<file path="config.mk">
export PLATFORM = sky130hd
export DESIGN_NAME = zc_gain_ctrl
export DESIGN_NICKNAME = d
export VERILOG_FILES = /design/src/rtl/zc_gain_pkg.sv /design/src/rtl/gz_gain_map.sv /design/src/rtl/gz_sign_sync.sv /design/src/rtl/gz_hold_timer.sv /design/src/rtl/zc_gain_ctrl.sv
export SDC_FILE = /design/constraint.sdc
export NUM_CORES = 1
export LEC_CHECK = 0
export ABC_AREA = 0
export BUFFER_PORTS_ARGS = -buffer_cell sky130_fd_sc_hd__buf_4
export CORE_MARGIN = 2
export CORE_UTILIZATION = 30
export CTS_BUF_LIST = sky130_fd_sc_hd__clkbuf_4 sky130_fd_sc_hd__clkbuf_8
export DETAILED_ROUTE_END_ITERATION = 7
export PLACE_DENSITY = 0.48
export SYNTH_ARGS = -nofsm -noshare
export SYNTH_HDL_FRONTEND = slang
export SYNTH_SLANG_ARGS = --single-unit
</file>
<file path="constraint.sdc">
create_clock -name clk -period 2.7 [get_ports clk]
set_input_delay 0.135 -clock clk [delete_from_list [all_inputs] [get_ports clk]]
set_output_delay 0.135 -clock clk [all_outputs]
set_load 0.01 [all_outputs]
</file>
<file path="src/rtl/zc_gain_pkg.sv">
package zc_gain_pkg;

  // Source of a gain update in a given cycle
  typedef enum logic [2:0] {
    SRC_NONE    = 3'd0,
    SRC_FORCE   = 3'd1,
    SRC_DIRECT  = 3'd2,
    SRC_CROSS   = 3'd3,
    SRC_TIMEOUT = 3'd4
  } apply_src_e;

  // Code to dB: zero stays zero, then a fixed offset, clipped at a ceiling
  function automatic int unsigned code_to_db(input int unsigned code,
                                             input int unsigned offset_db,
                                             input int unsigned ceil_db);
    if (code == 0)
      return 0;
    else if (code + offset_db >= ceil_db)
      return ceil_db;
    else
      return code + offset_db;
  endfunction

endpackage

</file>
<file path="src/rtl/gz_gain_map.sv">
module gz_gain_map #(
  parameter int unsigned CODE_W    = 6,
  parameter int unsigned DB_W      = 7,
  parameter int unsigned OFFSET_DB = 9,
  parameter int unsigned CEIL_DB   = 65
) (
  input  logic [CODE_W-1:0] code_in,
  output logic [DB_W-1:0]   db_out
);
  import zc_gain_pkg::*;

  always_comb begin
    db_out = DB_W'(code_to_db(32'(code_in), OFFSET_DB, CEIL_DB));
  end

  // the mapped value never exceeds the ceiling
  always_comb begin
    map_ceil_chk: assert (32'(db_out) <= CEIL_DB)
      else $error("mapped gain above ceiling");
  end

endmodule

</file>
<file path="src/rtl/gz_sign_sync.sv">
module gz_sign_sync #(
  parameter int unsigned STAGES = 2
) (
  input  logic clk,
  input  logic rst,
  input  logic sign_in,
  output logic sign_cross
);
  // chain[STAGES-1] is the synchronized sign, chain[STAGES] its previous value
  logic [STAGES:0] chain;

  always_ff @(posedge clk) begin
    if (rst) chain[0] <= 1'b0;
    else     chain[0] <= sign_in;
  end

  for (genvar i = 1; i <= STAGES; i++) begin : g_stage
    always_ff @(posedge clk) begin
      if (rst) chain[i] <= 1'b0;
      else     chain[i] <= chain[i-1];
    end
  end

  assign sign_cross = chain[STAGES-1] ^ chain[STAGES];

  // no crossing is reported while the input has been steady long enough
  no_spurious_cross_chk: assert property (@(posedge clk) disable iff (rst)
    sign_cross |-> $past(chain[STAGES-1]) != chain[STAGES-1] || $past(rst))
    else $error("crossing without a sign change");

endmodule

</file>
<file path="src/rtl/gz_hold_timer.sv">
module gz_hold_timer #(
  parameter int unsigned TIMEOUT_CYC = 800000
) (
  input  logic clk,
  input  logic rst,
  input  logic restart,
  input  logic armed,
  output logic expire
);
  localparam int unsigned CNT_W = $clog2(TIMEOUT_CYC + 1);
  localparam logic [CNT_W-1:0] LAST = CNT_W'(TIMEOUT_CYC - 1);

  logic [CNT_W-1:0] cnt;

  always_ff @(posedge clk) begin
    if (rst || restart) cnt <= '0;
    else if (armed)     cnt <= cnt + 1'b1;
  end

  assign expire = armed && (cnt == LAST);

  // the count never runs past the timeout window
  cnt_bound_chk: assert property (@(posedge clk) disable iff (rst)
    cnt <= LAST)
    else $error("timeout counter overran");

endmodule

</file>
<file path="src/rtl/zc_gain_ctrl.sv">
module zc_gain_ctrl #(
  parameter int unsigned CODE_W      = 6,
  parameter int unsigned DB_W        = 7,
  parameter int unsigned OFFSET_DB   = 9,
  parameter int unsigned CEIL_DB     = 65,
  parameter int unsigned TIMEOUT_CYC = 800000,
  parameter int unsigned SYNC_STAGES = 2
) (
  input  logic              clk,
  input  logic              rst,
  input  logic [CODE_W-1:0] gain_code,
  input  logic              load_stb,
  input  logic              unity_force,
  input  logic              zc_enable,
  input  logic              servo_off_pin,
  input  logic              servo_off_bit,
  input  logic              sign_in,
  output logic [DB_W-1:0]   gain_db,
  output logic              gain_step,
  output logic              servo_en
);
  import zc_gain_pkg::*;

  logic [CODE_W-1:0] req_code_q;
  logic [DB_W-1:0]   req_db;
  logic [DB_W-1:0]   desired_db;
  logic [DB_W-1:0]   gain_db_q;
  logic              step_q;
  logic              servo_q;
  logic              sign_cross;
  logic              tmo_hit;
  logic              pending;
  logic              apply_now;
  logic              tmr_restart;
  apply_src_e        src;

  // Requested code: kept even while the unity pin overrides it
  always_ff @(posedge clk) begin
    if (rst)           req_code_q <= '0;
    else if (load_stb) req_code_q <= gain_code;
  end

  gz_gain_map #(
    .CODE_W   (CODE_W),
    .DB_W     (DB_W),
    .OFFSET_DB(OFFSET_DB),
    .CEIL_DB  (CEIL_DB)
  ) u_map (
    .code_in(req_code_q),
    .db_out (req_db)
  );

  gz_sign_sync #(
    .STAGES(SYNC_STAGES)
  ) u_sync (
    .clk       (clk),
    .rst       (rst),
    .sign_in   (sign_in),
    .sign_cross(sign_cross)
  );

  assign tmr_restart = load_stb | ~pending | apply_now;

  gz_hold_timer #(
    .TIMEOUT_CYC(TIMEOUT_CYC)
  ) u_tmr (
    .clk    (clk),
    .rst    (rst),
    .restart(tmr_restart),
    .armed  (pending),
    .expire (tmo_hit)
  );

  // Target gain and the reason, if any, to apply it in this cycle
  always_comb begin
    desired_db = unity_force ? '0 : req_db;
    pending    = (desired_db != gain_db_q);
    src        = SRC_NONE;
    if (pending) begin
      if (unity_force)     src = SRC_FORCE;
      else if (!zc_enable) src = SRC_DIRECT;
      else if (sign_cross) src = SRC_CROSS;
      else if (tmo_hit)    src = SRC_TIMEOUT;
    end
    apply_now = (src != SRC_NONE);
  end

  always_ff @(posedge clk) begin
    if (rst) begin
      gain_db_q <= '0;
      step_q    <= 1'b0;
      servo_q   <= 1'b0;
    end else begin
      if (apply_now) gain_db_q <= desired_db;
      step_q  <= apply_now;
      servo_q <= ~(servo_off_pin | servo_off_bit);
    end
  end

  assign gain_db   = gain_db_q;
  assign gain_step = step_q;
  assign servo_en  = servo_q;


  unity_zero_chk: assert property (@(posedge clk) disable iff (rst)
    $past(unity_force) |-> gain_db == '0)
    else $error("gain not forced to unity");


  zc_hold_chk: assert property (@(posedge clk) disable iff (rst)
    ($past(zc_enable) && !$past(unity_force) && !$past(sign_cross) && !$past(tmo_hit))
      |-> $stable(gain_db))
    else $error("gain moved without crossing or timeout");


  step_change_chk: assert property (@(posedge clk) disable iff (rst)
    gain_step |-> gain_db != $past(gain_db))
    else $error("step pulse without gain change");


  quiet_hold_chk: assert property (@(posedge clk) disable iff (rst)
    !gain_step |-> $stable(gain_db))
    else $error("gain changed without step pulse");


  servo_off_chk: assert property (@(posedge clk) disable iff (rst)
    servo_en |-> !$past(servo_off_pin) && !$past(servo_off_bit))
    else $error("servo enabled while disabled");

endmodule

</file>
# ---- After elaboration in Yosys (flattened, before gate mapping)
# Index checks and enable logic that the tools add are counted.
dict set report op_classes {
  bitwise 6
  reduce_logical 4
  n_mux 8
  add_sub_neg 2
  n_eq_ne 2
  n_lt_le_gt_ge 1
}
# operator count
set ops {}
lappend ops {{$ge 32x7->1 const B} 1}
lappend ops {{$mux 7} 3}
lappend ops {{$add 20x1->20 const B} 1}
lappend ops {{$eq 20x20->1 const B} 1}
lappend ops {{$mux 3} 5}
lappend ops {{$add 6x4->7 const B} 1}
lappend ops {{$ne 7x7->1} 1}
lappend ops {{$logic_not 6->1} 1}
lappend ops {{$or 1x1->1} 3}
lappend ops {{$reduce_bool 3->1} 1}
lappend ops {{$not 1->1} 2}
lappend ops {{$logic_and 1x1->1} 1}
lappend ops {{$logic_or 1x1->1} 1}
lappend ops {{$xor 1x1->1} 1}
dict set report word_totals {
  output_inout_bits 9
  input_bits 14
  wordCells 31
  ff_bits 38
}

# ---- Depth between registers and ports, before layout
# Gate-level depths: netlist of the first run.
dict set report logic_depth {
  depth_word 15
  mapped_depth 10
}

# ---- Cells and area by module
# A second synthesis of the first run with hierarchy kept.
dict set report unflattened {
  cells_unflattened 228
  area_unflattened_um2 2057.0
}
# module cells_per_inst instances area_each_um2 seq_area_each_um2
set by_module_without_submodules {}
lappend by_module_without_submodules {gz_hold_timer 112 1 949.7 400.4}
lappend by_module_without_submodules {zc_gain_ctrl 79 1 807.0 300.3}
lappend by_module_without_submodules {gz_gain_map 30 1 212.7 0.0}
lappend by_module_without_submodules {gz_sign_sync 7 1 87.6 60.1}

# ---- Least setup slack after synthesis of the first run
# Ideal clock, no wire load.
dict set report synth_path {
  kind {register to register}
  startpoint {reg req_code_q[0]}
  endpoint {reg u_tmr.cnt[10]}
  slack_ns 0.323
  synth_period_minus_slack_ns 2.377
  arrival_ns 2.260
  stages_incl_launch_ff 11
  required_ns 2.583
  path_cell_list {dfxtp_1 > ha_1 > buf_4 > a21o_1 > mux2i_2 > xor2_1 > and4_1 > o211ai_2 > o311ai_1 > buf_2 > nor2_1}
}
dict set report synth_via {
  elab_chain_len 15
  word_cells_on_any_way 18
  classes_between {add/sub (1); order compare (1); eq/ne (1); mux (8); bitwise (3); reduce/logical (4)}
}
# item line
set synth_rtl {}
lappend synth_rtl {{from (decl)} zc_gain_ctrl.sv:24} ;# logic [CODE_W-1:0] req_code_q;
lappend synth_rtl {{from (signal assigned)} zc_gain_ctrl.sv:40} ;# else if (load_stb) req_code_q <= gain_code;
lappend synth_rtl {{$add 6x4->7} {zc_gain_pkg.sv:18, zc_gain_pkg.sv:21}}
lappend synth_rtl {{$ge 32x7->1} zc_gain_pkg.sv:18} ;# else if (code + offset_db >= ceil_db)
lappend synth_rtl {{$mux 7} zc_gain_pkg.sv:18}
lappend synth_rtl {{$mux 7 *} zc_gain_pkg.sv:16} ;# if (code == 0)
lappend synth_rtl {{$mux 7 *} zc_gain_ctrl.sv:76} ;# desired_db = unity_force ? '0 : req_db;
lappend synth_rtl {{$ne 7x7->1 *} zc_gain_ctrl.sv:77} ;# pending = (desired_db != gain_db_q);
lappend synth_rtl {{$logic_and 1x1->1} gz_hold_timer.sv:20} ;# assign expire = armed && (cnt == LAST);
lappend synth_rtl {{$mux 3} zc_gain_ctrl.sv:83} ;# else if (tmo_hit) src = SRC_TIMEOUT;
lappend synth_rtl {{$mux 3} zc_gain_ctrl.sv:82} ;# else if (sign_cross) src = SRC_CROSS;
lappend synth_rtl {{$mux 3} zc_gain_ctrl.sv:81} ;# else if (!zc_enable) src = SRC_DIRECT;
lappend synth_rtl {{$mux 3} zc_gain_ctrl.sv:80} ;# if (unity_force) src = SRC_FORCE;
lappend synth_rtl {{$mux 3} zc_gain_ctrl.sv:79} ;# if (pending) begin
lappend synth_rtl {{$reduce_bool 3->1} zc_gain_ctrl.sv:85} ;# apply_now = (src != SRC_NONE);
lappend synth_rtl {{$or 1x1->1} zc_gain_ctrl.sv:62} ;# assign tmr_restart = load_stb | ~pending | apply_now;
lappend synth_rtl {{$logic_or 1x1->1} gz_hold_timer.sv:16} ;# if (rst || restart) cnt <= '0;
lappend synth_rtl {{to (signal assigned)} gz_hold_timer.sv:17} ;# else if (armed) cnt <= cnt + 1'b1;
lappend synth_rtl {{to (decl)} gz_hold_timer.sv:13} ;# logic [CNT_W-1:0] cnt;
# Mark *: on every way between the ends. The rest lies on a longest branch, timed or not.
# A chain may end at the register's enable or synchronous reset.

# ---- Final worst setup path of the first run
dict set report layout_path {
  startpoint {reg u_tmr.cnt[9]}
  endpoint {reg gain_db_q[5], in the netlist gain_db[5]}
}
dict set report layout_via {
  elab_chain_len 8
}
# item line
set layout_rtl {}
lappend layout_rtl {{$eq 20x20->1} gz_hold_timer.sv:20}
lappend layout_rtl {{$logic_and 1x1->1} gz_hold_timer.sv:20}
lappend layout_rtl {{$mux 3} zc_gain_ctrl.sv:83}
lappend layout_rtl {{$mux 3} zc_gain_ctrl.sv:82}
lappend layout_rtl {{$mux 3} zc_gain_ctrl.sv:81}
lappend layout_rtl {{$mux 3} zc_gain_ctrl.sv:80}
lappend layout_rtl {{$mux 3} zc_gain_ctrl.sv:79}
lappend layout_rtl {{$reduce_bool 3->1} zc_gain_ctrl.sv:85}
lappend layout_rtl {{to (signal assigned)} zc_gain_ctrl.sv:94} ;# if (apply_now) gain_db_q <= desired_db;
lappend layout_rtl {{to (decl)} zc_gain_ctrl.sv:27} ;# logic [DB_W-1:0] gain_db_q;
# Every way passes these cells.

==> out/results.ini, run 1 <==
[run_status]
outcome = completed

[synthesis]
synth-seq-cells = 38
synth_ff_type = dfxtp_1
yosys.area.top_type = dfxtp_1
synth-edff-count = 0
synth_top_area_share_pct = 37.2
yosysWarnings = 0
synthCells = 235
synth_fp_nets = 253
synth_cell_types = 53
syn_area_um2 = 2040
synth-seq-area-share_pct = 37.2
syn_avg_cell_area_um2 = 8.69
synth_async_sr_flop_share_pct = 0
synth.area.top_cells = dfxtp_1 (37%), xor2_1 (7.7%), nor2_1 (6.1%)

[grt]
grt_pass1_wl_um = 7700
grt_max_degree = 21
grt_usage_pct = 12.9
first_global_vias = 1681
antenna_found_initial = 0
overflow = 0

[sta]
slew_headroom_pct = 47.8
period_minus_slack_ps = 2580
timing.fmax_ghz = 0.388
maxSlewViolCount = 0
fin_crit_sh_pct = 95.5
worst_pin_slew_ps = 763
tns_ps = 0
hold_violations = 0
fin_ws_ps = 120
rsz0062_at_grt = yes
setup_viol_count_final = 0
fin_skew_ps = 7.30

[placement]
portBuffers = 22
hpwl_um = 3200
pre_cts_ws_ps = 175
place_congestion = 0.762

[drt]
wirelength_um = 4330
drt_iter0_markers = 32
vias_per_cell = 4.83
drt_first_pass_iters = 4
wl_per_cell_um = 12.6
drtAntennaViolNets = 0
drc_errors = 0
vias = 1665

[clocking]
cts_tree = built
clkTransAtPathRegs_ps = 70
clkLatencyLatePin_ps = 290
post_cts_buffers = 0
post_cts_resized = 0
clockRootBuffer = clkbuf_8
clockBufferDepth = 2
clock_sinks = 38
numCtsBuffers = 5
cts_max_level = 2

[worst_setup_path]
crit_fanout = 6
critPathRequiredTime_ps = 2900
crit_arrival_ps = 2780
r2r_slack_ps = 120
critPathLaunchType = flip-flop
path_class = flip-flop to flip-flop
end_kind = flip-flop

[floorplanning]
pin_count = 23
die_y_um = 86.5
core_um2 = 6680
dieArea_um2 = 7490
die_w_um = 86.5
rows = 30
initial_core_util_pct = 30.6

[power]
ir_drop_v = 0.000213
p_leak_uw = 0.000906
power_uw = 1130
pwr_density_cell_nw_per_um2 = 466

[min_path]
hold_class = input port to flip-flop

[finish]
drive_above_1_share_pct = 20.8
antennaDiodeCount = 0
nets = 283
layout-area-overhead-vs-synth_pct = 19.2
post-route-util_pct = 36.4

[job]
cap_violations = 0

## synthesized netlist by cell type (2+ instances only)
cell type,count
or2_2,3
or4_1,3
and3_1,5
buf_4,2
dfxtp_1,38
nor2b_1,4
buf_2,3
clkbuf_1,3
o211ai_2,2
o2bb2ai_1,3
a21oi_2,2
inv_1,11
ha_1,4
o21ai_0,8
a21oi_1,4
nor2_1,33
mux2i_1,6
nor3_1,5
o311ai_1,2
nand2_1,23
o2111ai_1,3
and4_1,3
nand3_1,10
nand4_1,3
xnor2_1,7
xor2_1,18
## power by group
part	switching (uW)	total, uW	internal (uW)
logic	96.6	178	81.9
clock network	188	361	173
registers	17.9	595	577
total	302	1130	832
## sequential cells by signal, summed over array words and instances, names as in the netlist
name	count
u_tmr.cnt	20
servo_en	1
req_code_q	6
gain_step	1
gain_db	7
u_sync.chain	3
## worst max-delay path, cell delays in order, from the launching register on
cell and delay [ps]:
dfxtp_1 360, or4b_1 550, nor4_2 170, nand2_1 110
o21a_1 260, a2111oi_0 720, o21ai_0 200, o2111ai_1 120
## cell usage in the layout, fill, tap and decap left out, drive strengths merged, types with 6 or more instances in the layout
cell and n:
a21oi 6, buf 30, dfxtp 38, inv 11, mux2i 7, nand2 23
nand3 11, nor2 33, nor3 6, o21ai 10, xnor2 7, xor2 19
## final cells by class
| class | count | area, um^2 |
|---|---|---|
| timing repair buffer | 32 | 258 |
| tap | 80 | 100 |
| clock inverter | 2 | 10.0 |
| multi-input combinational | 177 | 1200 |
| fill | 704 | 4250 |
| sequential | 38 | 761 |
| clock buffer | 5 | 68.8 |
| inverter | 11 | 41.3 |
## path summary, 6_finish.rpt
check,startpoint,to,cells past startpoint
setup / recovery,u_tmr.cnt[9]$_SDFFE_PP0P_,gain_db[5]$_SDFFE_PP0P_,7
hold / removal,sign_in,u_sync.chain[0]$_SDFF_PP0_,2
setup reg to reg,u_tmr.cnt[9]$_SDFFE_PP0P_,gain_db[5]$_SDFFE_PP0P_,7
hold reg to reg,u_sync.chain[0]$_SDFF_PP0_,u_sync.chain[1]$_SDFF_PP0_,1
## metrics by stage
stage	cells	hold WS (ps)	cell area, um^2
global route	345	81.3	2430
CTS	345	63.8	2430
global placement	336	296	2340
floorplan	235	212	2040
finish	345	75.7	2430
detailed placement	336	300	2340
## kinds of logic after synthesis
| group | share of synthesized area, % |
|---|---|
| xor gates and xnor gates | 11.5 |
| and+or+nand+nor | 26.1 |
| DFF | 37.2 |
| adders and majority gates | 2.45 |
| muxes | 3.61 |
| buffers and inverters | 4.59 |
| AOI/OAI and AO/OA | 14.5 |
## per-layer routing
| layer | wire (um) | vias up | GRT usage [%] |
|---|---|---|---|
| li1 | - | 879 | - |
| met3 | 103 | 5 | 3.52 |
| met2 | 2040 | 12 | 20.8 |
| met5 | 0 | - | 0 |
| met1 | 2140 | 769 | 16.9 |
| met4 | 51 | 0 | 3.84 |
## repair_timing
| item | CTS | global route |
|---|---|---|
| hold endpoints to repair | 1 | 0 |
| setup endpoints to repair | 0 | 22 |
| hold buffers | 2 | 0 |
Power figures use the tool's default switching activity.
==> run 2: changes to the inputs <==
- CORE_ASPECT_RATIO: default -> 1.25
- clock period: 2.7 -> 2.95 ns (I/O delays scaled with it)
==> run 2 against run 1 <==
Net effect: cell count is 0.29% higher; routed wire length is 4.2% higher; global-route usage is 0.48 points higher; flip-flop and latch count stayed put; register-to-register slack better by 250 ps; non-clock buffer count is 5 lower; first-iteration DRC count grew to 2.8 times the previous value; critical path type unchanged; largest cell class unchanged; clock skew is 0.50 ps higher; critical path depth is 2 higher; clock-buffer cell count is 1 higher.
==> out/results.ini, run 2 (synthesis results as in run 1) <==
[sta]
setup_viol_count_final = 0
maxSlewViolCount = 0
timing.fmax_ghz = 0.387
holdWs_ps = 19.7
worst_pin_slew_ps = 747
period_minus_slack_ps = 2580
slew_headroom_pct = 48.9
hold_violations = 0
fin_crit_sh_pct = 87.6
rsz0062_at_grt = no
tns_ps = 0
fin_skew_ps = 7.80

[worst_setup_path]
crit_fanout = 20
r2r_slack_ps = 370
crit_arrival_ps = 2800
path_cells = ha_1 > xor2_2 > nor4b_4 > o21ai_2 > a21oi_2 > a32o_1 > o311ai_2 > buf_4 > nor2_1
critPathRequiredTime_ps = 3170
critPathLaunchType = flip-flop
r2r_end = u_tmr.cnt[6]$_SDFFE_PP0P_
cpLargestDelayFamily = compound AO/OA/AOI/OAI gates
reg2reg_depth = 9
crit_buf_inv = 1
max_stage_delay_ps = 410
path_class = flip-flop to flip-flop
end_kind = flip-flop
cp_slowest_cell = a32o_1
timing.rr.start = req_code_q[0]$_SDFFE_PP0P_

[clocking]
clockRootBuffer = clkbuf_8
clockBufferDepth = 2
clock_sinks = 38
clkTransAtPathRegs_ps = 70
post_cts_buffers = 0
numCtsBuffers = 5
cts_max_level = 2
cts_tree = built
ctsHoldBuffers = 0
clkLatencyLatePin_ps = 290
post_cts_resized = 0

[placement]
dpl_cell_area_um2 = 2310
place_congestion = 0.760
hpwl_um = 3320
dp_cells = 340
portBuffers = 22

[power]
ir_drop_v = 0.000259
p_leak_uw = 0.000872
pwr_density_cell_nw_per_um2 = 438

[floorplanning]
core_um2 = 6570
initial_core_util_pct = 31.1
die_y_um = 96.3
die_w_um = 77.8
rows = 33
pin_count = 23
dieArea_um2 = 7490

[min_path]
min_to = servo_en$_SDFF_PP0_
hold_start = servo_off_pin
hold_class = input port to flip-flop
min_path_cells = 2

[finish]
largest-register = u_tmr.cnt
antennaDiodeCount = 0
layout-area-overhead-vs-synth_pct = 17.1
layout_common_cells = dfxtp_1 (38), nor2_1 (33), buf_4 (27), nand2_1 (23), xor2_1 (18)
nets = 278
largest_register_ffs = 20
layout_commonest_cell = dfxtp_1
finalInstanceArea_um2 = 2390
final_cells = 346
drive_above_1_share_pct = 19.7

[grt]
first_global_vias = 1625
grt_pass1_wl_um = 7780
overflow = 0
grt_max_degree = 21
grt_usage_pct = 13.4
antenna_found_initial = 0

[drt]
wirelength_um = 4520
drt_iter0_markers = 88
vias_per_cell = 4.93
drtAntennaViolNets = 0
wl_per_cell_um = 13.1
vias = 1707
drc_errors = 0
drt_first_pass_iters = 4

[run_status]
outcome = completed

[job]
cap_violations = 0

-- run 2: changes by cell type in the layout (fill, tap and decap cells not counted) --
cell,change
buf_4,-2
clkinv_2,-2
dlygate4sd3_1,-2
buf_12,-1
clkbuf_8,+1
-- run 2: report_power, final --
part	internal (uW)	switching (uW)	leakage, uW
logic	69.5	86.5	0.000520
registers	528	17.7	0.000309
clock network	180	165	0.0000431
total	778	269	0.000872
-- run 2: layer usage --
layer	track usage (%)	part of all wire, %	vias to the layer above
li1	-	-	869
met1	16.0	46	804
met2	22.7	49	24
met3	2.91	3.0	10
met4	6.99	2.3	0
met5	0	0	-
-- run 2: worst max-delay path by stage --
| stage | from | endpoint | depth (start not counted) |
|---|---|---|---|
| 5_1_grt | req_code_q[0]$_SDFFE_PP0P_ | u_tmr.cnt[2]$_SDFFE_PP0P_ | 9 |
| 2_1_floorplan | req_code_q[0]$_SDFFE_PP0P_ | u_tmr.cnt[10]$_SDFFE_PP0P_ | 10 |
| 4_1_cts | req_code_q[0]$_SDFFE_PP0P_ | u_tmr.cnt[6]$_SDFFE_PP0P_ | 9 |
| 3_3_place_gp | req_code_q[0]$_SDFFE_PP0P_ | u_tmr.cnt[16]$_SDFFE_PP0P_ | 9 |
| 3_5_place_dp | req_code_q[0]$_SDFFE_PP0P_ | u_tmr.cnt[10]$_SDFFE_PP0P_ | 9 |
| 6_report | req_code_q[0]$_SDFFE_PP0P_ | u_tmr.cnt[6]$_SDFFE_PP0P_ | 9 |
-- run 2: per-stage QoR --
step / setup slack [ps] / total power (uW) / util, %
floorplan: 573 / 657 / -
global placement: 404 / 713 / 35.2
detailed placement: 322 / 714 / 35.2
CTS: 290 / 1070 / 36.4
global route: 90.6 / 1110 / 36.4
finish: 366 / 1050 / 36.4
-- run 2: layout make-up --
| class | instances | area, um^2 |
|---|---|---|
| fillers | 699 | 4170 |
| clock buffers | 6 | 82.6 |
| inverters | 11 | 41.3 |
| repair buffers | 27 | 203 |
| well taps | 87 | 109 |
| flip-flops and latches | 38 | 761 |
| multi-input cells | 177 | 1200 |
